**src/rtl/sdram_mrs_pkg.sv**
```systemverilog
package sdram_mrs_pkg;

  typedef enum logic [2:0] {
    CMD_DES,
    CMD_NOP,
    CMD_PRE,
    CMD_REF,
    CMD_MRS,
    CMD_EMRS
  } sd_cmd_e;

  localparam logic [1:0] SZ_BYTE = 2'b00;
  localparam logic [1:0] SZ_WORD = 2'b01;
  localparam logic [1:0] SZ_LONG = 2'b10;

  // {cs_n, ras_n, cas_n, we_n} for the selected space
  function automatic logic [3:0] cmd_pins(sd_cmd_e c);
    case (c)
      CMD_NOP:  cmd_pins = 4'b0111;
      CMD_PRE:  cmd_pins = 4'b0010;
      CMD_REF:  cmd_pins = 4'b0001;
      CMD_MRS:  cmd_pins = 4'b0000;
      CMD_EMRS: cmd_pins = 4'b0000;
      default:  cmd_pins = 4'b1111;
    endcase
  endfunction

  function automatic int max3(int a, int b, int c);
    int m;
    m = (a > b) ? a : b;
    max3 = (m > c) ? m : c;
  endfunction

  // total cycles from precharge to the last NOP after the extended set
  function automatic int seq_cycles(bit with_ref, int n_ref, int t_pw, int t_rr, int t_nop);
    seq_cycles = 1 + t_pw + 2 * (1 + t_nop) + (with_ref ? n_ref * (1 + t_rr) : 0);
  endfunction

endpackage

```
**src/rtl/sdram_mrs_decode.sv**
```systemverilog
module sdram_mrs_decode #(
  parameter int ADDR_W = 32,
  parameter int DATA_W = 32,
  parameter int OFS_W  = 12,
  parameter logic [ADDR_W-OFS_W-1:0] WIN_TAG = 'hA4FD5
) (
  input  logic              wr,
  input  logic              ready,
  input  logic [ADDR_W-1:0] addr,
  input  logic [1:0]        size,
  input  logic [DATA_W-1:0] data,
  output logic              launch,
  output logic              with_ref
);
  import sdram_mrs_pkg::*;

  logic       hit;
  logic [3:0] nib;

  assign hit      = (addr[ADDR_W-1:OFS_W] == WIN_TAG);
  assign nib      = data[DATA_W-1 -: 4];
  assign with_ref = (nib == 4'd0);
  assign launch   = wr && ready && hit && (size == SZ_LONG) && (nib <= 4'd1);

endmodule

```
**src/rtl/sdram_gap_timer.sv**
```systemverilog
module sdram_gap_timer #(
  parameter int CNT_W = 4
) (
  input  logic             clk,
  input  logic             rst_n,
  input  logic             load,
  input  logic [CNT_W-1:0] load_val,
  output logic             last
);
  logic [CNT_W-1:0] cnt;

  always_ff @(posedge clk or negedge rst_n) begin
    if (!rst_n)          cnt <= '0;
    else if (load)       cnt <= load_val;
    else if (cnt != '0)  cnt <= cnt - 1'b1;
  end

  assign last = (cnt == CNT_W'(1));

  AST_GAP_COUNTS_DOWN: assert property (@(posedge clk) disable iff (!rst_n)
    (!load && cnt != '0) |=> (cnt == $past(cnt) - 1'b1));

endmodule

```
**src/rtl/sdram_mrs_fsm.sv**
```systemverilog
module sdram_mrs_fsm #(
  parameter int N_REF = 8,
  parameter int T_PW  = 2,
  parameter int T_RR  = 7,
  parameter int T_NOP = 2,
  parameter int CNT_W = 4
) (
  input  logic                   clk,
  input  logic                   rst_n,
  input  logic                   launch,
  input  logic                   with_ref,
  input  logic                   gap_last,
  output sdram_mrs_pkg::sd_cmd_e cmd,
  output logic                   busy,
  output logic                   tmr_load,
  output logic [CNT_W-1:0]       tmr_val
);
  import sdram_mrs_pkg::*;

  localparam int RC_W = $clog2(N_REF + 1);

  typedef enum logic [2:0] {ST_IDLE, ST_PRE, ST_GAP, ST_REF, ST_MRS, ST_EMRS} st_e;

  st_e             state, state_nx;
  st_e             prev_cmd;
  logic            do_ref;
  logic [RC_W-1:0] ref_left;
  logic            is_cmd_state;

  assign is_cmd_state = (state == ST_PRE) || (state == ST_REF) ||
                        (state == ST_MRS) || (state == ST_EMRS);

  always_comb begin
    state_nx = state;
    case (state)
      ST_IDLE: if (launch) state_nx = ST_PRE;
      ST_PRE, ST_REF, ST_MRS, ST_EMRS: state_nx = ST_GAP;
      ST_GAP: if (gap_last) begin
        case (prev_cmd)
          ST_PRE:  state_nx = do_ref ? ST_REF : ST_MRS;
          ST_REF:  state_nx = (ref_left != '0) ? ST_REF : ST_MRS;
          ST_MRS:  state_nx = ST_EMRS;
          default: state_nx = ST_IDLE;
        endcase
      end
      default: state_nx = ST_IDLE;
    endcase
  end

  always_ff @(posedge clk or negedge rst_n) begin
    if (!rst_n) begin
      state    <= ST_IDLE;
      prev_cmd <= ST_IDLE;
      do_ref   <= 1'b0;
      ref_left <= '0;
    end else begin
      state <= state_nx;
      if (is_cmd_state) prev_cmd <= state;
      if (state == ST_IDLE && launch) begin
        do_ref   <= with_ref;
        ref_left <= RC_W'(N_REF);
      end else if (state == ST_REF) begin
        ref_left <= ref_left - 1'b1;
      end
    end
  end

  always_comb begin
    tmr_load = is_cmd_state;
    case (state)
      ST_PRE:  tmr_val = CNT_W'(T_PW);
      ST_REF:  tmr_val = CNT_W'(T_RR);
      default: tmr_val = CNT_W'(T_NOP);
    endcase
  end

  always_comb begin
    case (state)
      ST_PRE:  cmd = CMD_PRE;
      ST_REF:  cmd = CMD_REF;
      ST_MRS:  cmd = CMD_MRS;
      ST_EMRS: cmd = CMD_EMRS;
      ST_GAP:  cmd = CMD_NOP;
      default: cmd = CMD_DES;
    endcase
  end

  assign busy = (state != ST_IDLE);

  AST_CMD_THEN_GAP: assert property (@(posedge clk) disable iff (!rst_n)
    is_cmd_state |=> (state == ST_GAP));
  AST_REF_TALLY: assert property (@(posedge clk) disable iff (!rst_n)
    (state == ST_MRS) |-> (do_ref ? (ref_left == '0) : (ref_left == RC_W'(N_REF))));
  AST_EMRS_AFTER_MRS: assert property (@(posedge clk) disable iff (!rst_n)
    (state == ST_EMRS) |-> (prev_cmd == ST_MRS));
  AST_PRE_FIRST: assert property (@(posedge clk) disable iff (!rst_n)
    (state == ST_IDLE && launch) |=> (state == ST_PRE));

endmodule

```
**src/rtl/sdram_mrs_seq.sv**
```systemverilog
module sdram_mrs_seq #(
  parameter int ADDR_W  = 32,
  parameter int DATA_W  = 32,
  parameter int OFS_W   = 12,
  parameter int SDA_W   = 28,
  parameter int N_CS    = 8,
  parameter int CS_SEL  = 3,
  parameter int A10_BIT = 10,
  parameter int DQM_W   = 4,
  parameter logic [ADDR_W-OFS_W-1:0] WIN_TAG = 'hA4FD5,
  parameter int N_REF   = 8,
  parameter int T_PW    = 2,
  parameter int T_RR    = 7,
  parameter int T_NOP   = 2
) (
  input  logic              clk,
  input  logic              rst_n,
  input  logic              cpu_wr,
  input  logic [ADDR_W-1:0] cpu_addr,
  input  logic [1:0]        cpu_size,
  input  logic [DATA_W-1:0] cpu_data,
  output logic              cpu_ready,
  output logic [N_CS-1:0]   sd_cs_n,
  output logic              sd_ras_n,
  output logic              sd_cas_n,
  output logic              sd_we_n,
  output logic [SDA_W-1:0]  sd_addr,
  output logic [1:0]        sd_ba,
  output logic [DQM_W-1:0]  sd_dqm,
  output logic              sd_dq_oe
);
  import sdram_mrs_pkg::*;

  localparam int CNT_W = $clog2(max3(T_PW, T_RR, T_NOP) + 1);
  localparam logic [N_CS-1:0] SEL_MASK = N_CS'(1) << CS_SEL;

  logic             launch, with_ref, busy;
  logic             tmr_load, gap_last;
  logic [CNT_W-1:0] tmr_val;
  sd_cmd_e          cmd;
  logic [3:0]       pins;
  logic [OFS_W-1:0] mrs_ofs_q;
  logic [SDA_W-1:0] emrs_val_q;

  sdram_mrs_decode #(
    .ADDR_W(ADDR_W), .DATA_W(DATA_W), .OFS_W(OFS_W), .WIN_TAG(WIN_TAG)
  ) u_decode (
    .wr(cpu_wr), .ready(cpu_ready), .addr(cpu_addr), .size(cpu_size),
    .data(cpu_data), .launch(launch), .with_ref(with_ref)
  );

  sdram_mrs_fsm #(
    .N_REF(N_REF), .T_PW(T_PW), .T_RR(T_RR), .T_NOP(T_NOP), .CNT_W(CNT_W)
  ) u_fsm (
    .clk(clk), .rst_n(rst_n), .launch(launch), .with_ref(with_ref),
    .gap_last(gap_last), .cmd(cmd), .busy(busy),
    .tmr_load(tmr_load), .tmr_val(tmr_val)
  );

  sdram_gap_timer #(.CNT_W(CNT_W)) u_timer (
    .clk(clk), .rst_n(rst_n), .load(tmr_load), .load_val(tmr_val), .last(gap_last)
  );

  always_ff @(posedge clk or negedge rst_n) begin
    if (!rst_n) begin
      mrs_ofs_q  <= '0;
      emrs_val_q <= '0;
    end else if (launch) begin
      mrs_ofs_q  <= cpu_addr[OFS_W-1:0];
      emrs_val_q <= cpu_data[SDA_W-1:0];
    end
  end

  assign pins      = cmd_pins(cmd);
  assign cpu_ready = !busy;
  assign sd_ras_n  = pins[2];
  assign sd_cas_n  = pins[1];
  assign sd_we_n   = pins[0];
  assign sd_dqm    = '1;
  assign sd_dq_oe  = 1'b0;

  generate
    for (genvar g = 0; g < N_CS; g++) begin : g_cs
      if (g == CS_SEL) begin : g_sel
        assign sd_cs_n[g] = pins[3];
      end else begin : g_off
        assign sd_cs_n[g] = 1'b1;
      end
    end
  endgenerate

  always_comb begin
    sd_addr = '0;
    sd_ba   = 2'b00;
    case (cmd)
      CMD_PRE:  sd_addr = SDA_W'(1) << A10_BIT;
      CMD_MRS:  sd_addr = SDA_W'(mrs_ofs_q);
      CMD_EMRS: begin
        sd_addr = emrs_val_q;
        sd_ba   = 2'b10;
      end
      default: ;
    endcase
  end

  AST_PRE_CLOSES_ALL: assert property (@(posedge clk) disable iff (!rst_n)
    (!sd_cs_n[CS_SEL] && !sd_ras_n && sd_cas_n && !sd_we_n) |-> sd_addr[A10_BIT]);
  AST_ONLY_SEL_SPACE: assert property (@(posedge clk) disable iff (!rst_n)
    busy |-> (!sd_cs_n[CS_SEL] && ((sd_cs_n | SEL_MASK) == '1)));
  AST_BUSY_WRITE_DROPPED: assert property (@(posedge clk) disable iff (!rst_n)
    (busy && cpu_wr) |=> ($stable(mrs_ofs_q) && $stable(emrs_val_q)));
  AST_IDLE_DESELECT: assert property (@(posedge clk) disable iff (!rst_n)
    cpu_ready |-> (sd_cs_n == '1));

endmodule

```
**config.mk**
```make
export PLATFORM = sky130hd
export DESIGN_NAME = sdram_mrs_seq
export DESIGN_NICKNAME = d
export VERILOG_FILES = /design/src/rtl/sdram_mrs_pkg.sv /design/src/rtl/sdram_mrs_decode.sv /design/src/rtl/sdram_gap_timer.sv /design/src/rtl/sdram_mrs_fsm.sv /design/src/rtl/sdram_mrs_seq.sv
export SDC_FILE = /design/constraint.sdc
export NUM_CORES = 1
export LEC_CHECK = 0
export ABC_AREA = 1
export CAP_MARGIN = 40
export CELL_PAD_IN_SITES_DETAIL_PLACEMENT = 2
export CELL_PAD_IN_SITES_GLOBAL_PLACEMENT = 2
export CORE_MARGIN = 5
export CORE_UTILIZATION = 36
export CTS_CLUSTER_DIAMETER = 60
export CTS_CLUSTER_SIZE = 30
export DETAILED_ROUTE_END_ITERATION = 6
export DONT_BUFFER_PORTS = 1
export PLACE_DENSITY_LB_ADDON = 0.1
export SLEW_MARGIN = 20
export SYNTH_ARGS = -nofsm -noshare
export SYNTH_HDL_FRONTEND = slang
export SYNTH_SLANG_ARGS = --single-unit
```
**constraint.sdc**
```tcl
create_clock -name clk -period 4.4 [get_ports clk]
set_clock_uncertainty 0.05 [all_clocks]
set_input_delay 0.44 -clock clk [delete_from_list [all_inputs] [get_ports clk]]
set_output_delay 0.44 -clock clk [all_outputs]
set_load 0.005 [all_outputs]
```
==> metrics.txt <==
# TYPE chip_impl_metric gauge
chip_impl_metric{name="post-route-period-util",unit="%"} 57.8
chip_impl_metric{name="total_power",unit="mW"} 0.830
chip_impl_metric{name="total_switching_power",unit="mW"} 0.197
chip_impl_metric{name="postCtsResizedCells",unit=""} 0
chip_impl_metric{name="numCtsBuffers",unit=""} 5
chip_impl_metric{name="met3_usage",unit="%"} 5.51
chip_impl_metric{name="p_int",unit="mW"} 0.633
chip_impl_metric{name="setup-tns-final",unit="ns"} 0
chip_impl_metric{name="grt_remaining_overflow",unit=""} 0
chip_impl_metric{name="cp_data_arrival_time",unit="ns"} 2.05
chip_impl_metric{name="die-height",unit="µm"} 102
chip_impl_metric{name="power.leakage",unit="nW"} 1.78
chip_impl_metric{name="finalCoreUtilization",unit="%"} 38.8
chip_impl_metric{name="rr_worst_depth",unit=""} 9
chip_impl_info{name="worst_setup_path_endpoint",value="sd_addr[12]"} 1
chip_impl_metric{name="cells_after_dpl",unit=""} 516
chip_impl_metric{name="port_buffers",unit=""} 0
chip_impl_metric{name="setup_viol",unit=""} 0
chip_impl_metric{name="clock_sinks",unit=""} 54
chip_impl_info{name="cts_root_buffer",value="clkbuf_8"} 1
chip_impl_metric{name="vias_per_cell",unit=""} 4.77
chip_impl_metric{name="detail_route.wirelength",unit="mm"} 8.15
chip_impl_metric{name="via_count",unit=""} 2510
chip_impl_metric{name="groute.layer.met2.usage",unit="%"} 29.1
chip_impl_metric{name="yosys_warning_count",unit=""} 0
chip_impl_metric{name="share_clk_of_total_power",unit="%"} 37.0
chip_impl_metric{name="detail_route.iter0.violations",unit=""} 37
chip_impl_metric{name="fp.dieW",unit="µm"} 102
chip_impl_metric{name="grt_max_degree",unit=""} 55
chip_impl_metric{name="grt_util_all_layers",unit="%"} 16.8
chip_impl_info{name="timing.critical_path.from_type",value="flip-flop"} 1
chip_impl_metric{name="power.share.switching",unit="%"} 23.7
chip_impl_metric{name="grt_pass1_vias",unit=""} 2819
chip_impl_info{name="crit_path_end_kind",value="output port"} 1
chip_impl_info{name="critical_path.cell_chain",value="ha_1 > inv_1 > nand2_2 > nor2_4 > inv_2 > nor2_1"} 1
chip_impl_info{name="critPathSlowestCell",value="dfrtp_1"} 1
chip_impl_info{name="critical_path_start_end_classification",value="reg -> out"} 1
chip_impl_metric{name="fp-row-count",unit=""} 33
chip_impl_metric{name="hold_buffers",unit=""} 2
chip_impl_metric{name="seq_power_share",unit="%"} 59.7
chip_impl_metric{name="grt_antenna_before_repair",unit=""} 0
chip_impl_info{name="most_used_routing_layer_in_global_routing",value="met2"} 1
chip_impl_info{name="tritoncts",value="yes"} 1
chip_impl_metric{name="share_of_cells_above_drive_strength_1",unit="%"} 6.18
chip_impl_metric{name="seq_area_frac_synth",unit="%"} 44.8
chip_impl_metric{name="worst_setup_hold_path_clk_slew",unit="ns"} 0.10
chip_impl_metric{name="layout.cells.non_filler",unit=""} 526
chip_impl_metric{name="finalMaxSlewViolations",unit=""} 0
chip_impl_metric{name="timing.critical_path.required",unit="ns"} 3.91
chip_impl_metric{name="initial_core_util",unit="%"} 36.9
chip_impl_metric{name="hpwl_dp",unit="mm"} 6.25
chip_impl_metric{name="max-vdd-ir-drop",unit="V"} 0.000138
chip_impl_metric{name="post_synth_instance_area",unit="mm²"} 0.00302
chip_impl_metric{name="postSynthAreaPerCell",unit="µm²"} 7.14
chip_impl_metric{name="grt_first_pass_wirelength",unit="mm"} 13.8
chip_impl_metric{name="cts_h_tree_lvls",unit=""} 2
chip_impl_metric{name="synthCells",unit=""} 423
chip_impl_metric{name="boundaryPins",unit=""} 116
chip_impl_metric{name="cts_max_path_buffers",unit=""} 2
chip_impl_metric{name="clock_insertion_delay_worst_skew",unit="ns"} 0.31
chip_impl_metric{name="hold_slack",unit="ns"} 0.144
chip_impl_metric{name="timing.critical_path.slowest_cell_delay",unit="ns"} 0.54
chip_impl_metric{name="comb_power_share",unit="%"} 3.2
chip_impl_metric{name="r2r_setup_slack",unit="ns"} 2.63
chip_impl_metric{name="timing.max_cap.violations",unit=""} 0
chip_impl_metric{name="overall_die_area",unit="mm²"} 0.0103
chip_impl_metric{name="worstPathMaxFanout",unit=""} 16
chip_impl_info{name="grt_setup_unrepaired",value="no"} 1
chip_impl_metric{name="drcViolationCount",unit=""} 0
chip_impl_metric{name="fin_nets",unit=""} 497
chip_impl_metric{name="synthDistinctLibCells",unit=""} 28
chip_impl_metric{name="diodes",unit=""} 0
chip_impl_info{name="startpoint",value="u_fsm.state[2]$_DFFE_PN0P_"} 1
chip_impl_metric{name="drt-wirelength-per-cell",unit="µm"} 15.5
chip_impl_metric{name="final_hold_viol_count",unit=""} 0
chip_impl_metric{name="number_of_flip_flops_and_latches_in_the_synthesized_netlist",unit=""} 54
chip_impl_metric{name="gp_congestion",unit=""} 0.724
chip_impl_metric{name="detailedRoute.firstPassIterationCount",unit=""} 4
chip_impl_info{name="outcome",value="finished, final reports clean"} 1
chip_impl_metric{name="antenna_left",unit=""} 0
chip_impl_metric{name="synthToLayoutAreaGrowth",unit="%"} 4.97
chip_impl_metric{name="power.density_cell_area",unit="mW/mm²"} 262
chip_impl_metric{name="post-route-min-period",unit="ns"} 2.54
chip_impl_metric{name="placeable_area",unit="mm²"} 0.00818
chip_impl_info{name="r2r_end",value="emrs_val_q[8]$_DFFE_PN0P_"} 1
chip_impl_metric{name="cts_post_setup_buffers_inserted",unit=""} 0
chip_impl_info{name="worst_hold_path_type",value="in -> reg"} 1
chip_impl_info{name="r2r_start",value="u_fsm.state[1]$_DFFE_PN0P_"} 1
chip_impl_metric{name="grt_util_met1",unit="%"} 20.0
chip_impl_metric{name="maxClockFrequency",unit="MHz"} 393
synthesized netlist by cell type:
master	instances	share of area, %
inv_1	54	6.7
ha_1	8	3.3
o211ai_1	1	0.25
nor2_1	138	17
o21ai_2	1	0.29
nand4_1	1	0.21
nor3_1	2	0.33
a21oi_2	2	0.58
buf_4	15	3.7
clkbuf_1	1	0.12
nor2_2	2	0.41
dfrtp_1	54	45
xor2_1	2	0.58
nand2_1	82	10
o21ai_1	1	0.17
buf_6	4	1.5
or2_2	1	0.21
o21ai_0	7	1.2
a21oi_1	20	3.3
nor4_1	1	0.21
nand3_1	7	1.2
a31oi_1	2	0.41
nor2_4	2	0.75
nand2_2	3	0.62
xnor2_1	1	0.29
conb_1	2	0.25
inv_2	4	0.50
buf_2	5	0.83
state kept, by name, summed over array words and instances, names as in the netlist:
name,count
emrs_val_q,28
mrs_ofs_q,12
u_fsm.do_ref,1
u_fsm.prev_cmd,3
u_fsm.ref_left,4
u_fsm.state,3
u_timer.cnt,3
power groups by stage:
stage,sequential [mW],clock [mW],combinational [mW]
floorplan,0.506,0,0.0195
global placement,0.506,0,0.0122
detailed placement,0.506,0,0.0128
CTS,0.496,0.323,0.0275
global route,0.496,0.339,0.0320
finish,0.496,0.307,0.0266
area by class of cell:
cell class	count	area (µm²)
clock inverter	2	16.3
sequential	54	1350
clock buffer	6	82.6
fill	990	5010
inverter	58	218
tap	105	131
timing repair buffer	4	65.1
multi-input combinational	297	1310
critical path: cells and delay by family (launching register included):
kind / cells / cell delay (ns)
fa+ha+maj: 1 / 0.29
buf+inv: 2 / 0.32
flops: 1 / 0.54
simple gates: 3 / 0.60
worst min path at each step:
stage	startpoint	end	slack, ns	cells after the start
floorplan	rst_n	emrs_val_q[0]$_DFFE_PN0P_	0.09	0
detailed placement	rst_n	u_timer.cnt[0]$_DFFE_PN0P_	0.1	0
global placement	rst_n	u_timer.cnt[0]$_DFFE_PN0P_	0.1	0
global route	cpu_data[28]	u_fsm.do_ref$_DFFE_PN0P_	0.14	1
CTS	cpu_data[28]	u_fsm.do_ref$_DFFE_PN0P_	0.13	1
finish	cpu_data[28]	u_fsm.do_ref$_DFFE_PN0P_	0.14	1
through the flow:
step                cell area (µm²)  worst slack [ns]
global route                   3170              1.68
CTS                            3170              1.79
finish                         3170              1.86
global placement               3010              2.23
detailed placement             3030              2.15
floorplan                      3060              2.58
logic make-up (layout without fill, tap and decap cells):
kind of cell	after synthesis	in the layout	share of synthesized area, %
other cells	2	13	0.249
buf+inv	83	70	13.4
simple gates	239	239	31.2
compound gates	34	34	6.17
flops	54	54	44.8
fa+ha+maj	8	8	3.32
xor+xnor	3	3	0.870
per-layer routing:
layer	vias up	routed length, µm
met5	-	0
met4	0	112
met3	7	627
met2	69	4130
met1	1210	3290
li1	1224	-
layout by cell type (no fill, tap or decap), types with 3 or more instances in the layout:
| cell | synthesis | routed |
|---|---|---|
| nor2_1 | 138 | 138 |
| nand2_1 | 82 | 82 |
| inv_1 | 54 | 54 |
| dfrtp_1 | 54 | 54 |
| a21oi_1 | 20 | 20 |
| conb_1 | 2 | 13 |
| ha_1 | 8 | 8 |
| nand3_1 | 7 | 7 |
| o21ai_0 | 7 | 7 |
| clkbuf_8 | 0 | 6 |
| inv_2 | 4 | 4 |
| nand2_2 | 3 | 3 |
Power figures use the tool's default switching activity.
